## config.mk

```make
export PLATFORM = sky130hd
export DESIGN_NAME = modem_status_unit
export DESIGN_NICKNAME = d
export VERILOG_FILES = /design/src/rtl/msu_pkg.sv /design/src/rtl/msu_sync.sv /design/src/rtl/msu_ctl.sv /design/src/rtl/msu_delta.sv /design/src/rtl/modem_status_unit.sv
export SDC_FILE = /design/constraint.sdc
export NUM_CORES = 1
export LEC_CHECK = 0
export CAP_MARGIN = 40
export CORE_UTILIZATION = 30
export DETAILED_ROUTE_END_ITERATION = 12
export MAX_ROUTING_LAYER = met4
export PLACE_DENSITY = 0.67
export SYNTH_ARGS = -nofsm -noshare
export SYNTH_HDL_FRONTEND = slang
export SYNTH_SLANG_ARGS = --single-unit
```

## constraint.sdc

```tcl
create_clock -name clk -period 2.1 [get_ports clk]
set_clock_uncertainty 0.1 [all_clocks]
set_input_delay 0.42 -clock clk [delete_from_list [all_inputs] [get_ports clk]]
set_output_delay 0.42 -clock clk [all_outputs]
set_load 0.03 [all_outputs]
```

## src/rtl/msu_pkg.sv

```systemverilog
package msu_pkg;
  localparam int unsigned LINES   = 4;
  localparam int unsigned CTL_W   = 5;
  // control bit positions
  localparam int unsigned C_DTR   = 0;
  localparam int unsigned C_RTS   = 1;
  localparam int unsigned C_OUT1  = 2;
  localparam int unsigned C_OUT2  = 3;
  localparam int unsigned C_LOOP  = 4;
  // line index inside a level vector {DCD, RI, DSR, CTS}
  localparam int unsigned L_CTS   = 0;
  localparam int unsigned L_DSR   = 1;
  localparam int unsigned L_RI    = 2;
  localparam int unsigned L_DCD   = 3;

  // events between two level samples: any toggle, except RI which counts falls only
  function automatic logic [LINES-1:0] line_events(logic [LINES-1:0] prev,
                                                   logic [LINES-1:0] cur);
    logic [LINES-1:0] ev;
    ev        = prev ^ cur;
    ev[L_RI]  = prev[L_RI] & ~cur[L_RI];
    return ev;
  endfunction

  // levels seen by the status side when the control bits are looped back
  function automatic logic [LINES-1:0] loop_levels(logic [CTL_W-1:0] ctl);
    logic [LINES-1:0] l;
    l[L_CTS] = ctl[C_RTS];
    l[L_DSR] = ctl[C_DTR];
    l[L_RI]  = ctl[C_OUT1];
    l[L_DCD] = ctl[C_OUT2];
    return l;
  endfunction
endpackage

```

## src/rtl/msu_sync.sv

```systemverilog
module msu_sync #(
  parameter int unsigned WIDTH  = 4,
  parameter int unsigned STAGES = 2
) (
  input  logic             clk,
  input  logic             rst_n,
  input  logic [WIDTH-1:0] d,
  output logic [WIDTH-1:0] q
);
  localparam int unsigned LAST = STAGES - 1;
  logic [STAGES-1:0][WIDTH-1:0] stg;

  always_ff @(posedge clk or negedge rst_n) begin
    if (!rst_n) begin
      stg <= '0;
    end else begin
      stg[0] <= d;
      for (int i = 1; i < STAGES; i++) stg[i] <= stg[i-1];
    end
  end

  assign q = stg[LAST];
endmodule

```

## src/rtl/msu_ctl.sv

```systemverilog
module msu_ctl
  import msu_pkg::*;
(
  input  logic             clk,
  input  logic             rst_n,
  input  logic             wr_en,
  input  logic [CTL_W-1:0] wdata,
  output logic [CTL_W-1:0] ctl,
  output logic             loop_on,
  output logic [LINES-1:0] drive   // {out2, out1, rts, dtr}
);
  always_ff @(posedge clk or negedge rst_n) begin
    if (!rst_n)     ctl <= '0;
    else if (wr_en) ctl <= wdata;
  end

  assign loop_on = ctl[C_LOOP];

  generate
    for (genvar g = 0; g < LINES; g++) begin : g_pin
      assign drive[g] = ctl[g] & ~loop_on;
    end
  endgenerate

  // a write without loopback shows up on the pins next cycle
  assert_write_drives_R2: assert property (@(posedge clk) disable iff (!rst_n)
    (wr_en && !wdata[C_LOOP]) |=> (drive == $past(wdata[LINES-1:0])));

  // pins idle in loopback
  assert_loop_quiet_R3: assert property (@(posedge clk) disable iff (!rst_n)
    ctl[C_LOOP] |-> (drive == '0));
endmodule

```

## src/rtl/msu_delta.sv

```systemverilog
module msu_delta
  import msu_pkg::*;
(
  input  logic             clk,
  input  logic             rst_n,
  input  logic [LINES-1:0] lvl,
  input  logic             rd,
  output logic [LINES-1:0] flags,
  output logic [LINES-1:0] events
);
  logic [LINES-1:0] prev_lvl;

  assign events = line_events(prev_lvl, lvl);

  always_ff @(posedge clk or negedge rst_n) begin
    if (!rst_n) begin
      prev_lvl <= '0;
      flags    <= '0;
    end else begin
      prev_lvl <= lvl;
      flags    <= rd ? events : (flags | events);
    end
  end

  // every detected event is latched one cycle later
  assert_event_latched_R6: assert property (@(posedge clk) disable iff (!rst_n)
    1'b1 |=> ((flags & $past(events)) == $past(events)));

  // RI flag cannot set unless the previous RI level was high
  assert_ri_trailing_R7: assert property (@(posedge clk) disable iff (!rst_n)
    (!prev_lvl[L_RI] && !flags[L_RI]) |=> !flags[L_RI]);

  // a read with nothing new leaves all flags clear
  assert_read_clears_R8: assert property (@(posedge clk) disable iff (!rst_n)
    (rd && events == '0) |=> (flags == '0));

  // flags are sticky without a read
  assert_sticky_R10: assert property (@(posedge clk) disable iff (!rst_n)
    !rd |=> ((flags & $past(flags)) == $past(flags)));
endmodule

```

## src/rtl/modem_status_unit.sv

```systemverilog
module modem_status_unit
  import msu_pkg::*;
#(
  parameter int unsigned SYNC_STAGES = 2
) (
  input  logic             clk,
  input  logic             rst_n,
  input  logic             ctl_wr,
  input  logic [4:0]       ctl_wdata,
  input  logic             stat_rd,
  input  logic             msi_en,
  input  logic             cts_in,
  input  logic             dsr_in,
  input  logic             ri_in,
  input  logic             dcd_in,
  output logic             dtr_out,
  output logic             rts_out,
  output logic             out1_out,
  output logic             out2_out,
  output logic [4:0]       ctl_q,
  output logic [7:0]       stat_q,
  output logic             irq_req
);
  logic [LINES-1:0] pins_raw;
  logic [LINES-1:0] pins_sync;
  logic [LINES-1:0] lvl;
  logic [LINES-1:0] flags;
  logic [LINES-1:0] events;
  logic [LINES-1:0] drive;
  logic [CTL_W-1:0] ctl;
  logic             loop_on;

  assign pins_raw[L_CTS] = cts_in;
  assign pins_raw[L_DSR] = dsr_in;
  assign pins_raw[L_RI]  = ri_in;
  assign pins_raw[L_DCD] = dcd_in;

  msu_sync #(.WIDTH(LINES), .STAGES(SYNC_STAGES)) u_sync (
    .clk(clk), .rst_n(rst_n), .d(pins_raw), .q(pins_sync));

  msu_ctl u_ctl (
    .clk(clk), .rst_n(rst_n), .wr_en(ctl_wr), .wdata(ctl_wdata),
    .ctl(ctl), .loop_on(loop_on), .drive(drive));

  assign lvl = loop_on ? loop_levels(ctl) : pins_sync;

  msu_delta u_delta (
    .clk(clk), .rst_n(rst_n), .lvl(lvl), .rd(stat_rd),
    .flags(flags), .events(events));

  assign dtr_out  = drive[C_DTR];
  assign rts_out  = drive[C_RTS];
  assign out1_out = drive[C_OUT1];
  assign out2_out = drive[C_OUT2];
  assign ctl_q    = ctl;
  assign stat_q   = {lvl, flags};
  assign irq_req  = msi_en & (|flags);

  // request only while enabled and some change is pending
  assert_irq_cause_R9: assert property (@(posedge clk) disable iff (!rst_n)
    irq_req |-> (msi_en && stat_q[3:0] != 4'b0));

  // external outputs stay quiet in loopback
  assert_top_quiet_R3: assert property (@(posedge clk) disable iff (!rst_n)
    ctl_q[4] |-> !(dtr_out || rts_out || out1_out || out2_out));
endmodule

```

==> metrics <==
outcome complete, no violations; Worst-path clk slew 0.11 ns; Worst-Skew Late Latency 0.29 ns; first-pass GRT wire length 2280 µm; Layout area overhead 43.8%; nets@finish 101; Crit path required time 1.58 ns; Yosys reg bits 21; register area share after synthesis 0.657; Tightest Pin Transition 0.315 ns; pwr/cell area 814 mW/mm²; syn_nets 66; Reg-to-Reg Start u_ctl.ctl[4]$_DFFE_PN0P_; die area 0.00288 mm²; CP Launch Type register; vias in the first global route 519; Diodes inserted 0; filler cell count in the final layout 239; area of placed instances 0.00113 mm²; routability cong. 0.712; antenna violations before repair 0; DRT Pass-1 Iters 2; Sequential Power Share 0.511; Worst Min Path Start u_sync.stg[3]$_DFF_PN0_; Remaining DRCs 0; syn_area_per_cell 15.4 µm²; final core occ 0.460; clock sinks 21; via/cell ratio 4.39; final WL 1420 µm; largest net degree at the start of global routing 22; area leader, netlist dfrtp_1; crit end category output pin; Ys Warns 0; Post-Syn Area 800 µm²; CTS Buf Count 3; endpoints failing setup 0; crit share post-route 0.963; Initial Util 0.320; Clk pwr share 0.199; I/O pin cnt 32; max-slew violations 0; Achievable Freq 495 MHz; share of layout cells above drive strength 1 0.267; H-tree Lvls 1; Reg2Reg Setup Slack 0.83 ns; GRT Total Usage 0.116; CP Max Fanout 10; Yosys top cell area share 0.657; Reg-to-Reg End u_delta.flags[0]$_DFF_PN0_; Max VDD drop 0.000470 V; port buffer count 31; Post-Syn Instances 52; RSZ-0062 raised after global routing false; Pleak 0.512 nW; Worst Hold Class register to register; grt total ovfl 0; NetSw 290 µW; Rows 18; Core ar. 0.00250 mm²; slew margin rel. 0.790; Longest Clk Path Bufs 2; final worst slack 0.0783 ns; Final Hold Fails 0; Power Total 936 µW; post-route cell area 0.00115 mm²; CTS Root Cell clkbuf_4; WS Path Type register to output pin; routed length per placed instance 12.3 µm; Via Count 509; DP Worst Slack 0.0314 ns; top post-synthesis cells by area dfrtp_1, mux2_2, mux2_4; First DRT Iteration DRCs 7; non-filler cells, final 116; end of the worst hold path u_sync.q[3]$_DFF_PN0_; max_cap viols 0; post-layout minimum cycle time 2.02 ns; antenna violation net count after detailed routing 0; TNS Setup 0 ns; R2R cell count 3; Logic pwr share 0.290; Die W 53.6 µm; Post-Place Cells 112; cell depth of the worst hold path 0; CTS tree built; DP Wirelength 1050 µm; Switching Share 0.309; Die H 53.6 µm; crit path DAT 1.50 ns; worst hold slack 0.262 ns; post-synthesis cell type count 12; Pint 647 µW
power by group through the flow:
stage	Clock, mW	Sequential (mW)	Combinational [mW]
floorplan	0	0.521	0.127
global placement	0	0.485	0.287
detailed placement	0	0.488	0.288
CTS	0.195	0.481	0.276
global route	0.212	0.486	0.290
finish	0.186	0.479	0.272
timing repair:
action,4_1_cts,5_1_grt
setup endpoints to repair,9,2
resized for setup,9,3
hold buffers,0,0
buffers inserted,0,0
registers in the layout (all words and copies together), names as in the netlist:
signal,flops
u_ctl.ctl,5
u_delta.flags,4
u_delta.prev_lvl,4
u_sync.q,4
u_sync.stg,4
placed cells by master, fill, tap and decap left out:
cell type | Yosys | final
nor2b_1 | 6 | 6
dlygate4sd2_1 | 0 | 7
buf_4 | 1 | 2
nor3_2 | 3 | 3
dfrtp_2 | 0 | 1
mux2_2 | 6 | 6
and2b_2 | 4 | 4
o22ai_1 | 1 | 1
a21oi_1 | 3 | 3
o41a_1 | 1 | 1
inv_1 | 2 | 2
clkdlybuf4s50_1 | 0 | 21
dlymetal6s2s_1 | 0 | 1
clkbuf_4 | 0 | 3
mux2_4 | 3 | 3
clkbuf_2 | 0 | 1
clkbuf_1 | 0 | 1
dfrtp_1 | 21 | 20
worst max-delay path by stage:
stage | startpoint | to | cells after the start
CTS | u_ctl.ctl[4]$_DFFE_PN0P_ | stat_q[6] | 2
finish | u_ctl.ctl[4]$_DFFE_PN0P_ | stat_q[5] | 2
global placement | u_ctl.ctl[4]$_DFFE_PN0P_ | stat_q[6] | 2
detailed placement | u_ctl.ctl[4]$_DFFE_PN0P_ | stat_q[6] | 2
floorplan | u_delta.flags[2]$_DFF_PN0_ | irq_req | 1
global route | u_ctl.ctl[4]$_DFFE_PN0P_ | stat_q[5] | 2
critical path, stage by stage (launching register included):
cell and delay (ns):
dfrtp_2 0.50, mux2_4 0.35, dlygate4sd2_1 0.36
cells by family (layout without fill, tap and decap cells):
logic type,after synthesis,in the layout,synth area share
muxes,9,9,0.141
buffers and inverters,4,38,0.0329
AOI/OAI and AO/OA,5,5,0.0407
and+or+nand+nor,13,13,0.128
DFF,21,21,0.657
cell type report:
class	count	area, µm²	share of cell area
Clock buffer	4	26.3	0.0229
Inverter	2	7.51	0.00653
Multi-Input combinational cell	27	248	0.215
Sequential cell	21	527	0.458
Timing Repair Buffer	32	304	0.264
Tap cell	30	37.5	0.0326
Yosys cell counts:
cell / number
mux2_4: 3
mux2_2: 6
dfrtp_1: 21
a21oi_1: 3
buf_6: 1
inv_1: 2
o22ai_1: 1
and2b_2: 4
o41a_1: 1
nor2b_1: 6
nor3_2: 3
buf_4: 1
metal layers:
metal | global-route usage | part of all wire
met1 | 0.148 | 0.44
met2 | 0.179 | 0.49
met4 | 0.0526 | 0.0056
met3 | 0.0198 | 0.072
met5 | - | 0
Power figures use the tool's default switching activity.
